## src/rtl/rxb_pkg.sv

```systemverilog
// Shared types for the falling-edge bus byte receiver.
package rxb_pkg;
    // Decoder phase: idle, inside a frame, or waiting for the next start edge.
    typedef enum logic [1:0] {ST_IDLE, ST_RX, ST_GAP} dec_state_e;

    // Per-byte status bits; the bit order is visible on the read port.
    typedef struct packed {
        logic eob;
        logic ovr;
        logic rbk;
        logic perr;
    } rx_flags_t;

    // One FIFO entry: time stamp, status and the byte itself.
    typedef struct packed {
        logic [15:0] delta;
        rx_flags_t   flags;
        logic [7:0]  data;
    } rx_entry_t;
endpackage

```

## src/rtl/rxb_sync.sv

```systemverilog
// Two-flop synchronizer for the bus line, followed by a falling-edge detector.
// Assumes the line idles high; the reset value matches the idle level, so
// releasing reset does not produce an edge.
module rxb_sync (
    input  logic clk,
    input  logic rst_n,
    input  logic line_i,
    output logic fall_o
);
    logic s1, s2, s3;

    // Synchronizer chain plus one delayed copy for the edge detector.
    always_ff @(posedge clk) begin
        if (!rst_n) begin
            s1 <= 1'b1;
            s2 <= 1'b1;
            s3 <= 1'b1;
        end else begin
            s1 <= line_i;
            s2 <= s1;
            s3 <= s2;
        end
    end

    assign fall_o = s3 & ~s2;

    // a falling edge is a single-cycle event.
    p_fall_single_r1: assert property (@(posedge clk) disable iff (!rst_n)
        fall_o |=> !fall_o) else $error("fall pulse longer than one cycle");
endmodule

```

## src/rtl/rxb_ms_timer.sv

```systemverilog
// Millisecond counter restarted by every start edge. It saturates at 0xFFFF.
// Assumes CLKS_PER_MS >= 2.
module rxb_ms_timer #(
    parameter int CLKS_PER_MS = 10000
) (
    input  logic        clk,
    input  logic        rst_n,
    input  logic        clear_i,
    output logic [15:0] ms_o
);
    localparam int PW = $clog2(CLKS_PER_MS);

    logic [PW-1:0] pre;

    // Prescaler and saturating millisecond count.
    always_ff @(posedge clk) begin
        if (!rst_n || clear_i) begin
            pre  <= '0;
            ms_o <= '0;
        end else if (pre == PW'(CLKS_PER_MS - 1)) begin
            pre <= '0;
            if (ms_o != 16'hFFFF) ms_o <= ms_o + 16'd1;
        end else begin
            pre <= pre + 1'b1;
        end
    end

    // a start edge restarts the time count.
    p_ms_cleared_r6: assert property (@(posedge clk) disable iff (!rst_n)
        clear_i |=> (ms_o == 16'd0)) else $error("ms count not cleared");
endmodule

```

## src/rtl/rxb_slot_decoder.sv

```systemverilog
// Frame decoder driven by falling edges. From the start edge it counts bit
// slots, each centred on an expected zero-bit edge. An edge marks its slot
// as zero. At the decode point the slots that saw no edge read as ones.
// It holds the decoded byte until the next start edge or until the silence
// timeout, and then raises commit_o.
// Assumes CLKS_PER_BIT >= 4 and a fall_i that is already synchronized.
module rxb_slot_decoder import rxb_pkg::*; #(
    parameter int CLKS_PER_BIT = 1042,
    parameter int PAUSE_BITS   = 2
) (
    input  logic        clk,
    input  logic        rst_n,
    input  logic        fall_i,
    input  logic        verify_i,
    input  logic [7:0]  tx_byte_i,
    input  logic [15:0] ms_i,
    output logic        start_o,
    output logic        commit_o,
    output logic        own_o,
    output rx_entry_t   entry_o
);
    localparam int PHW      = $clog2(CLKS_PER_BIT);
    localparam int HALF     = CLKS_PER_BIT / 2;
    localparam int TMO_SLOT = 12 + PAUSE_BITS;
    localparam int SLW      = $clog2(TMO_SLOT + 1);

    dec_state_e     state;
    logic [PHW-1:0] phase;
    logic [SLW-1:0] slot;
    logic [9:0]     zmask, zset;
    logic           wrap, decode, tmo, in_data;
    logic [7:0]     pend_byte, dec_byte;
    logic           pend_perr, pend_rbk, pend_own;
    logic [15:0]    pend_delta;

    assign wrap     = (phase == PHW'(CLKS_PER_BIT - 1));
    assign in_data  = (slot >= SLW'(1)) && (slot <= SLW'(9));
    assign zset     = zmask | ((fall_i && state == ST_RX && in_data) ? (10'b1 << slot) : 10'b0);
    assign dec_byte = ~zset[8:1];
    assign decode   = (state == ST_RX) && wrap && (slot == SLW'(9));
    assign tmo      = (state == ST_GAP) && (slot == SLW'(TMO_SLOT));
    assign start_o  = fall_i && (state != ST_RX);
    assign commit_o = (state == ST_GAP) && (fall_i || tmo);
    assign own_o    = pend_own;

    // Assemble the entry presented at commit time.
    always_comb begin
        entry_o            = '0;
        entry_o.data       = pend_byte;
        entry_o.delta      = pend_delta;
        entry_o.flags.perr = pend_perr;
        entry_o.flags.rbk  = pend_rbk;
        entry_o.flags.eob  = !fall_i;
    end

    // Slot timing, edge capture and frame state.
    always_ff @(posedge clk) begin
        if (!rst_n) begin
            state <= ST_IDLE;
            phase <= '0;
            slot  <= '0;
            zmask <= '0;
        end else if (start_o) begin
            state <= ST_RX;
            phase <= PHW'(HALF);
            slot  <= '0;
            zmask <= '0;
        end else begin
            if (state != ST_IDLE) begin
                phase <= wrap ? '0 : phase + 1'b1;
                if (wrap) slot <= slot + 1'b1;
            end
            if (state == ST_RX) zmask <= zset;
            if (decode) state <= ST_GAP;
            if (tmo) state <= ST_IDLE;
        end
    end

    // Pending byte: decoded value, flags and the time stamp of its start edge.
    always_ff @(posedge clk) begin
        if (!rst_n) begin
            pend_byte  <= '0;
            pend_perr  <= 1'b0;
            pend_rbk   <= 1'b0;
            pend_own   <= 1'b0;
            pend_delta <= '0;
        end else begin
            if (start_o) pend_delta <= ms_i;
            if (decode) begin
                pend_byte <= dec_byte;
                pend_perr <= ^(~zset[9:1]);
                pend_own  <= verify_i;
                pend_rbk  <= verify_i && (dec_byte != tx_byte_i);
            end
        end
    end

    // an accepted start edge always opens a fresh frame at slot zero.
    p_start_enters_rx_r1: assert property (@(posedge clk) disable iff (!rst_n)
        start_o |=> (state == ST_RX && slot == '0 && zmask == '0))
        else $error("start edge did not open a frame");
    // silence past the window ends the block.
    p_tmo_idle_r5: assert property (@(posedge clk) disable iff (!rst_n)
        (tmo && !fall_i) |=> (state == ST_IDLE))
        else $error("timeout did not return to idle");
    // a commit always hands over the pending byte before the next frame runs.
    p_commit_gap_r4: assert property (@(posedge clk) disable iff (!rst_n)
        (commit_o && fall_i) |=> (state == ST_RX))
        else $error("back-to-back start not accepted");
endmodule

```

## src/rtl/rxb_fifo.sv

```systemverilog
// Receive FIFO with a valid/ready read port. It can also mark the overrun
// flag on its newest entry when a byte had to be dropped.
// Assumes DEPTH >= 2, so the newest entry is never the head of a full FIFO.
module rxb_fifo import rxb_pkg::*; #(
    parameter int DEPTH = 16
) (
    input  logic      clk,
    input  logic      rst_n,
    input  logic      push_i,
    input  rx_entry_t entry_i,
    input  logic      mark_ovr_i,
    input  logic      ready_i,
    output logic      valid_o,
    output logic      full_o,
    output rx_entry_t entry_o
);
    localparam int AW = $clog2(DEPTH);

    rx_entry_t     mem [DEPTH];
    logic [AW-1:0] wr_ptr, rd_ptr, last_ptr;
    logic [AW:0]   count;
    logic          pop;

    assign valid_o  = (count != '0);
    assign full_o   = (count == (AW+1)'(DEPTH));
    assign pop      = valid_o && ready_i;
    assign entry_o  = mem[rd_ptr];
    assign last_ptr = (wr_ptr == '0) ? AW'(DEPTH - 1) : wr_ptr - 1'b1;

    // Pointer and occupancy bookkeeping.
    always_ff @(posedge clk) begin
        if (!rst_n) begin
            wr_ptr <= '0;
            rd_ptr <= '0;
            count  <= '0;
        end else begin
            if (push_i) wr_ptr <= (wr_ptr == AW'(DEPTH - 1)) ? '0 : wr_ptr + 1'b1;
            if (pop)    rd_ptr <= (rd_ptr == AW'(DEPTH - 1)) ? '0 : rd_ptr + 1'b1;
            count <= count + (AW+1)'(push_i) - (AW+1)'(pop);
        end
    end

    // Entry storage and in-place overrun marking.
    always_ff @(posedge clk) begin
        if (push_i) mem[wr_ptr] <= entry_i;
        if (mark_ovr_i && valid_o) mem[last_ptr].flags.ovr <= 1'b1;
    end

    // the writer never pushes into a full FIFO.
    p_push_room_r8: assert property (@(posedge clk) disable iff (!rst_n)
        push_i |-> !full_o) else $error("push while full");
    // a stalled head entry stays put.
    p_hold_head_r10: assert property (@(posedge clk) disable iff (!rst_n)
        (valid_o && !ready_i) |=> (valid_o && $stable(entry_o)))
        else $error("head changed while stalled");
endmodule

```

## src/rtl/rxb_edge_receiver.sv

```systemverilog
// Top level: synchronizer, millisecond timer, slot decoder and receive FIFO.
// It decides whether a committed byte is stored, dropped with an overrun
// mark, or skipped because it is an echo of this node's own transmission.
module rxb_edge_receiver import rxb_pkg::*; #(
    parameter int CLKS_PER_BIT = 1042,
    parameter int CLKS_PER_MS  = 10000,
    parameter int PAUSE_BITS   = 2,
    parameter int FIFO_DEPTH   = 16
) (
    input  logic        clk,
    input  logic        rst_n,
    input  logic        line_i,
    input  logic        echo_en_i,
    input  logic        verify_i,
    input  logic [7:0]  tx_byte_i,
    input  logic        rd_ready_i,
    output logic        rd_valid_o,
    output logic [7:0]  rd_data_o,
    output logic [3:0]  rd_flags_o,
    output logic [15:0] rd_delta_o,
    output logic        flush_o,
    output logic        bus_start_o
);
    logic      fall, start, commit, own, full, keep, push, mark;
    logic [15:0] ms;
    rx_entry_t dec_entry, head;

    rxb_sync u_sync (.clk(clk), .rst_n(rst_n), .line_i(line_i), .fall_o(fall));

    rxb_ms_timer #(.CLKS_PER_MS(CLKS_PER_MS)) u_ms (
        .clk(clk), .rst_n(rst_n), .clear_i(start), .ms_o(ms));

    rxb_slot_decoder #(.CLKS_PER_BIT(CLKS_PER_BIT), .PAUSE_BITS(PAUSE_BITS)) u_dec (
        .clk(clk), .rst_n(rst_n), .fall_i(fall), .verify_i(verify_i),
        .tx_byte_i(tx_byte_i), .ms_i(ms), .start_o(start), .commit_o(commit),
        .own_o(own), .entry_o(dec_entry));

    rxb_fifo #(.DEPTH(FIFO_DEPTH)) u_fifo (
        .clk(clk), .rst_n(rst_n), .push_i(push), .entry_i(dec_entry),
        .mark_ovr_i(mark), .ready_i(rd_ready_i), .valid_o(rd_valid_o),
        .full_o(full), .entry_o(head));

    assign keep        = commit && (echo_en_i || !own);
    assign push        = keep && !full;
    assign mark        = keep && full;
    assign flush_o     = push && dec_entry.flags.rbk;
    assign bus_start_o = start;
    assign rd_data_o   = head.data;
    assign rd_flags_o  = head.flags;
    assign rd_delta_o  = head.delta;

    // a flush always comes with a stored byte that the reader can see.
    p_flush_stores_r7: assert property (@(posedge clk) disable iff (!rst_n)
        flush_o |=> rd_valid_o) else $error("flush without stored byte");
    // nothing is pending in the cycle after reset.
    p_reset_empty_r11: assert property (@(posedge clk)
        !rst_n |=> (!rd_valid_o && !flush_o)) else $error("not empty after reset");
endmodule

```

## config.mk

```make
export PLATFORM = sky130hd
export DESIGN_NAME = rxb_edge_receiver
export DESIGN_NICKNAME = d
export VERILOG_FILES = /design/src/rtl/rxb_pkg.sv /design/src/rtl/rxb_sync.sv /design/src/rtl/rxb_ms_timer.sv /design/src/rtl/rxb_slot_decoder.sv /design/src/rtl/rxb_fifo.sv /design/src/rtl/rxb_edge_receiver.sv
export SDC_FILE = /design/constraint.sdc
export NUM_CORES = 1
export LEC_CHECK = 0
export BUFFER_PORTS_ARGS = -buffer_cell sky130_fd_sc_hd__buf_2
export CAP_MARGIN = 20
export CORE_ASPECT_RATIO = 0.75
export CORE_UTILIZATION = 65
export DETAILED_ROUTE_END_ITERATION = 8
export GPL_TIMING_DRIVEN = 0
export HOLD_SLACK_MARGIN = 0.12
export PLACE_DENSITY = 0.82
export SKIP_CTS_REPAIR_TIMING = 1
export SYNTH_ARGS = -nofsm -noshare
export SYNTH_HDL_FRONTEND = slang
export SYNTH_SLANG_ARGS = --single-unit
export TNS_END_PERCENT = 30
```

## constraint.sdc

```tcl
create_clock -name clk -period 6.25 [get_ports clk]
set_input_delay 0.3125 -clock clk [delete_from_list [all_inputs] [get_ports clk]]
set_output_delay 0.3125 -clock clk [all_outputs]
set_load 0.01 [all_outputs]
```

==> impl_metrics.ini, run 1 <==
[run_status]
status = complete, no violations

[final_layout]
fin_util_pct = 74.6
antenna_cells = 0
nNetsFinal = 1411
syn_to_final_growth_pct = 13.0
final_layout_size_suffix_gt1_share_pct = 23.5
fillerInstances = 1839

[floorplanning]
row_count = 58
die_h_um = 162
die-area_um2 = 34800
initial_core_util_pct = 66.0
core_area_um2 = 33500
ios = 45
die_w_um = 215

[cts]
clkTransAtPathRegs_ns = 0.07
clock_latency_ns = 0.58
cts.sinks = 551
cts_tree = yes
numCtsBuffers = 50
cts-root-buf = clkbuf_16
cts.path.max_buffers = 3
htree_levels = 2

[timing]
rsz0062_at_grt = no
fmax_mhz = 268
slew_violations = 0
finalHoldViolCount = 0
setup_viol = 0
finalClockSkew_ns = 0.0204
tns_ns = 0
post-route-min-period_ns = 3.72
worstMarginPinSlew_ns = 1.10
timing.final.crit_share_pct = 59.6
max-slew-margin-rel_pct = 26.8

[synth]
yosys_warnings = 0
ys_seq_elements = 551
synth_nets = 1289
synth_edf_count = 448
synth_cells = 1254
synthFlopType = edfxtp_1
postSynth.asyncResetShare_pct = 0
syn_area_per_cell_um2 = 17.7
synth_area_um2 = 22100
synth_cell_types = 79
yosysSeqAreaShare_pct = 70.1

[global_route]
grt_overflow = 0
grt_usage_pct = 31.5
grt_pass1_vias = 12600
grt_max_degree = 26
grt_pass1_wl_um = 78700
antenna_found_initial = 0

[critical_path]
r2r_slack_ns = 2.69
reg2regPathDepth = 9
slowest_delay_ns = 0.85
path_buf_inv = 3
start_kind = register
crit_chain = clkbuf_1 > buf_1 > mux4_2 > mux4_2 > buf_2
timing.rr.end = u_fifo.mem[3][18]
end_kind = output port
critical-path-slowest-cell = buf_1
critPathMostFrequentCell = mux4_2
cp_max_fo = 10
crit_type = reg -> out
timing.rr.start = u_dec.slot[0]
path_delay_family = buffers and inverters
cp.arrival_ns = 3.41
cp.required_ns = 5.94

[route]
drtAntennaViolNets = 0
wl_per_cell_um = 28.5
vias = 12400
drt_iter0_drc = 1602
vias_per_cell = 6.67
first_pass_iters = 6
drt_wl_total_um = 53100
drc = 0

[power_and_ir_drop]
vdd_ir_drop_max_v = 0.000257
p_leak_nw = 8.00
power.density_nw_per_um2 = 319
report.power.total_mw = 7.98

[worst_hold_path]
hold_depth = 3
min_to = u_ms.pre[8]
hp-class = in -> reg
min_from = rst_n

[placed_design]
io_buffers = 44
globalplace.congestion = 0.840
dp.final_hpwl_um = 31600

[flow_run]
maxCapViolations = 0
==> layout make-up <==
type / instances / area [µm²] / area share [%]
Clock inverter: 20 / 146 / 0.585
Sequential cell: 551 / 15500 / 62.0
Tap cell: 450 / 563 / 2.25
Buffer: 58 / 262 / 1.05
Timing Repair Buffer: 70 / 658 / 2.63
Multi-Input combinational cell: 624 / 6400 / 25.6
Inverter: 21 / 78.8 / 0.315
Clock buffer: 71 / 1390 / 5.57
==> layout by cell type, fill, tap and decap left out, drive strengths merged, types with 25 or more instances in the layout <==
| master | Yosys | layout |
|---|---|---|
| buf | 32 | 100 |
| clkbuf | 26 | 97 |
| dfxtp | 103 | 103 |
| edfxtp | 448 | 448 |
| mux4 | 140 | 140 |
| nand2 | 61 | 61 |
| nand3 | 25 | 25 |
| nor2 | 97 | 97 |
| nor2b | 42 | 42 |
| xnor2 | 26 | 26 |
==> power by group <==
part	internal [mW]	total, mW	switching, mW
clock	1.63	2.96	1.32
combinational	0.520	1.06	0.543
sequential	3.94	3.96	0.0242
==> worst max-delay path by stage <==
stage,start,slack (ns),cells after the start,to
after CTS,register,2.57,5,rd_data_o[7]
after global placement,u_dec.slot[0],1.02,10,u_fifo.mem[1][20]
after floorplan,u_dec.slot[0],2.84,9,u_fifo.mem[6][0]
after global routing,register,2.50,5,rd_flags_o[1]
after detailed placement,u_dec.slot[0],2.83,9,u_fifo.mem[15][20]
final,register,2.53,5,rd_data_o[7]
==> sequential cells by signal, indices dropped and copies added (netlist names), 2 cells and up, named ones only <==
register / flops
u_fifo.mem: 448
u_dec.pend_delta: 16
u_ms.ms_o: 16
u_ms.pre: 14
u_dec.phase: 11
u_dec.zmask: 9
u_dec.pend_byte: 8
u_fifo.count: 5
u_dec.slot: 4
u_fifo.rd_ptr: 4
u_fifo.wr_ptr: 4
u_dec.state: 2
==> metrics by stage <==
step / worst slack [ns] / hold WS [ns] / instance area [µm²] / cells
after CTS: 2.57 / -0.0923 / 24900 / 1855
after global routing: 2.50 / 0.174 / 25000 / 1865
after detailed placement: 2.83 / 0.395 / 23400 / 1764
after floorplan: 2.84 / 0.386 / 22100 / 1254
after global placement: 1.02 / 0.398 / 22900 / 1748
final: 2.53 / 0.154 / 25000 / 1865
==> worst min-delay path, delay by kind of cell <==
kind	cells	cell delay, ns
and+or+nand+nor	1	0.16
buffers and inverters	1	0.14
AOI/OAI and AO/OA	1	0.06
==> Yosys cell counts, types with 7 or more instances <==
| cell | count | area (µm²) |
|---|---|---|
| nor3_1 | 11 | 55.1 |
| xor2_1 | 24 | 210 |
| o21ai_0 | 15 | 75.1 |
| mux4_2 | 140 | 3150 |
| buf_1 | 9 | 33.8 |
| nor2_1 | 97 | 364 |
| xnor2_1 | 26 | 228 |
| buf_2 | 20 | 100 |
| nor2b_1 | 42 | 263 |
| and2_1 | 10 | 62.6 |
| mux2i_1 | 12 | 120 |
| edfxtp_1 | 448 | 13500 |
| a21boi_0 | 20 | 150 |
| a31oi_1 | 7 | 43.8 |
| nand3_1 | 24 | 120 |
| dfxtp_1 | 103 | 2060 |
| a21oi_1 | 19 | 95.1 |
| and3_1 | 16 | 100 |
| inv_1 | 19 | 71.3 |
| ha_1 | 20 | 250 |
| nand4_1 | 8 | 50.1 |
| nand2_1 | 59 | 221 |
| clkbuf_1 | 26 | 97.6 |
==> cells by family (layout without fill, tap and decap cells) <==
kind of cell / Yosys count / count (layout) / synth area share, %
AOI/OAI and AO/OA: 95 / 95 / 3.31
and+or+nand+nor: 305 / 305 / 7.00
xor gates and xnor gates: 51 / 51 / 2.08
muxes: 152 / 152 / 14.8
buffers and inverters: 79 / 240 / 1.54
adders and majority gates: 21 / 21 / 1.22
DFF: 551 / 551 / 70.1
==> layer usage <==
layer  vias up  part of all wire, %  wire length, µm  track usage (%)
met2       782                   50            26300             51.7
li1       5166                    -                -                -
met4         0                  3.2             1710             12.3
met3       133                  9.0             4760             5.19
met1      6355                   38            20300             43.1
met5         -                    0                0                0
Note: power is estimated with default switching activity, not from simulation.
==> run 2, diff against run 1 <==
CORE_UTILIZATION = 56   (was 65)
PLACE_DENSITY = 0.75   (was 0.82)
clock period = 3 ns   (was 6.25 ns; I/O delays follow)
==> impl_metrics.ini, run 2 (synthesis gave the netlist of run 1 again) <==
[critical_path]
cp-startpoint = u_fifo.count[3]
start_kind = register
cp_max_fo = 5
crit_type = reg -> reg
reg2regPathDepth = 12
timing.rr.end = u_fifo.count[4]
end_kind = register
cp.required_ns = 3.48
endpoint = u_fifo.count[4]
r2r_slack_ns = -0.05
timing.rr.start = u_fifo.count[3]
cp.arrival_ns = 3.53

[final_layout]
regArea_um2 = 15500
multi_input_area_um2 = 6460
final_common_cell = edfxtp_1
fillerInstances = 2476
fin_util_pct = 66.4
largest_reg_flops = 448
top_register = u_fifo.mem
final_layout_size_suffix_gt1_share_pct = 27.2
final_cell_mix = edfxtp_1, mux4_2, dfxtp_1, nor2_1, nand2_1
syn_to_final_growth_pct = 15.8
antenna_cells = 0
nNetsFinal = 1433
design_area_um2 = 25600
reg_top3 = u_fifo.mem: 448 flops, u_dec.pend_delta: 16 flops, u_ms.ms_o: 16 flops

[timing]
rsz0062_at_grt = yes
timing.final.crit_share_pct = 102
setup_viol = 1
tns_ns = -0.0512
finalClockSkew_ns = 0.0131
fin_hold_ws_ns = 0.0715
slew_violations = 0
max-slew-margin-rel_pct = 24.2
timing.final.ws_setup_ns = -0.0512
fmax_mhz = 328
post-route-min-period_ns = 3.05
worstMarginPinSlew_ns = 1.13
finalHoldViolCount = 0

[global_route]
grt_overflow = 0
grt_pass1_vias = 11900
met3_usage_pct = 4.86
grt_pass1_wl_um = 75700
top_usage_layer = met2
grt_usage_pct = 25.9
antenna_found_initial = 0
grt_max_degree = 26
use_met2_pct = 40.3
use_met1_pct = 37.6

[route]
drc = 0
vias = 12200
vias_per_cell = 6.28
wl_per_cell_um = 26.4
drt_iter0_drc = 1526
first_pass_iters = 6
drt_wl_total_um = 51300
drtAntennaViolNets = 0

[placed_design]
dp.final_hpwl_um = 31300
io_buffers = 44
dpl_cell_area_um2 = 23500
globalplace.congestion = 0.841

[floorplanning]
die_w_um = 232
die-area_um2 = 40300
die_h_um = 174
core_area_um2 = 38600
ios = 45
initial_core_util_pct = 57.3
row_count = 62

[run_status]
violations = negative setup slack
status = complete, but fails checks

[power_and_ir_drop]
power.density_nw_per_um2 = 659
p_leak_nw = 8.26
vdd_ir_drop_max_v = 0.000430

[cts]
cts-root-buf = clkbuf_16
clock_latency_ns = 0.58
cts.path.max_buffers = 3
cts.sinks = 551
clkTransAtPathRegs_ns = 0.07
numCtsBuffers = 50
htree_levels = 2
cts_tree = yes

[worst_hold_path]
hp-class = in -> reg

[flow_run]
maxCapViolations = 0
-- run 2: cell types whose count changed in the layout (fill, tap and decap cells not counted), sizes merged --
cell / before / now
clkinvlp: 1 / 4
buf: 100 / 113
clkinv: 16 / 19
bufinv: 2 / 6
dlygate4sd3: 2 / 8
clkbuf: 97 / 88
-- run 2: metal layers --
layer | vias up | share of wire [%]
li1 | 5210 | -
met1 | 6269 | 41
met3 | 104 | 8.9
met4 | 0 | 2.8
met2 | 647 | 47
met5 | - | 0
-- run 2: worst min path at each step --
stage,start,end,slack [ns],depth (start not counted)
2_1_floorplan,line_i,u_sync.s1,0.25,1
3_3_place_gp,line_i,u_sync.s1,0.34,2
3_5_place_dp,line_i,u_sync.s1,0.34,2
4_1_cts,line_i,u_sync.s1,-0.26,2
5_1_grt,tx_byte_i[3],u_dec.pend_rbk,0.12,5
6_report,tx_byte_i[4],u_dec.pend_rbk,0.07,5
-- run 2: power by group --
group          leakage (nW)  switching (mW)  internal (mW)
clock network         0.789            2.75           3.64
logic                  2.59            1.11           1.15
registers              4.88          0.0560           8.20
total                  8.26            3.91           13.0
-- run 2: layout make-up --
class / instances / share of cell area [%]
flip-flops and latches: 551 / 60.5
clock inverters: 30 / 1.25
inverters: 21 / 0.317
well taps: 512 / 2.50
repair buffers: 95 / 3.76
plain buffers: 55 / 1.36
multi-input cells: 624 / 25.2
clock buffers: 59 / 5.09
-- run 2: critical path, stage by stage, from the launching register on --
cell and delay, ns:
dfxtp_1 0.32, inv_1 0.07, ha_1 0.17, or4b_1 0.49
and2_4 0.21, ha_1 0.28, inv_1 0.04, ha_1 0.22
fa_1 0.41, a21oi_1 0.15, nor2_1 0.07, or3_1 0.34
and3_1 0.18
-- run 2: through the flow --
stage	std cells	setup WS, ns	power (mW)
6_report	1947	-0.0512	16.9
5_1_grt	1947	-0.225	17.4
4_1_cts	1916	-0.665	16.9
3_5_place_dp	1827	-0.467	10.6
3_3_place_gp	1810	-2.24	10.5
2_1_floorplan	1254	-0.406	9.97
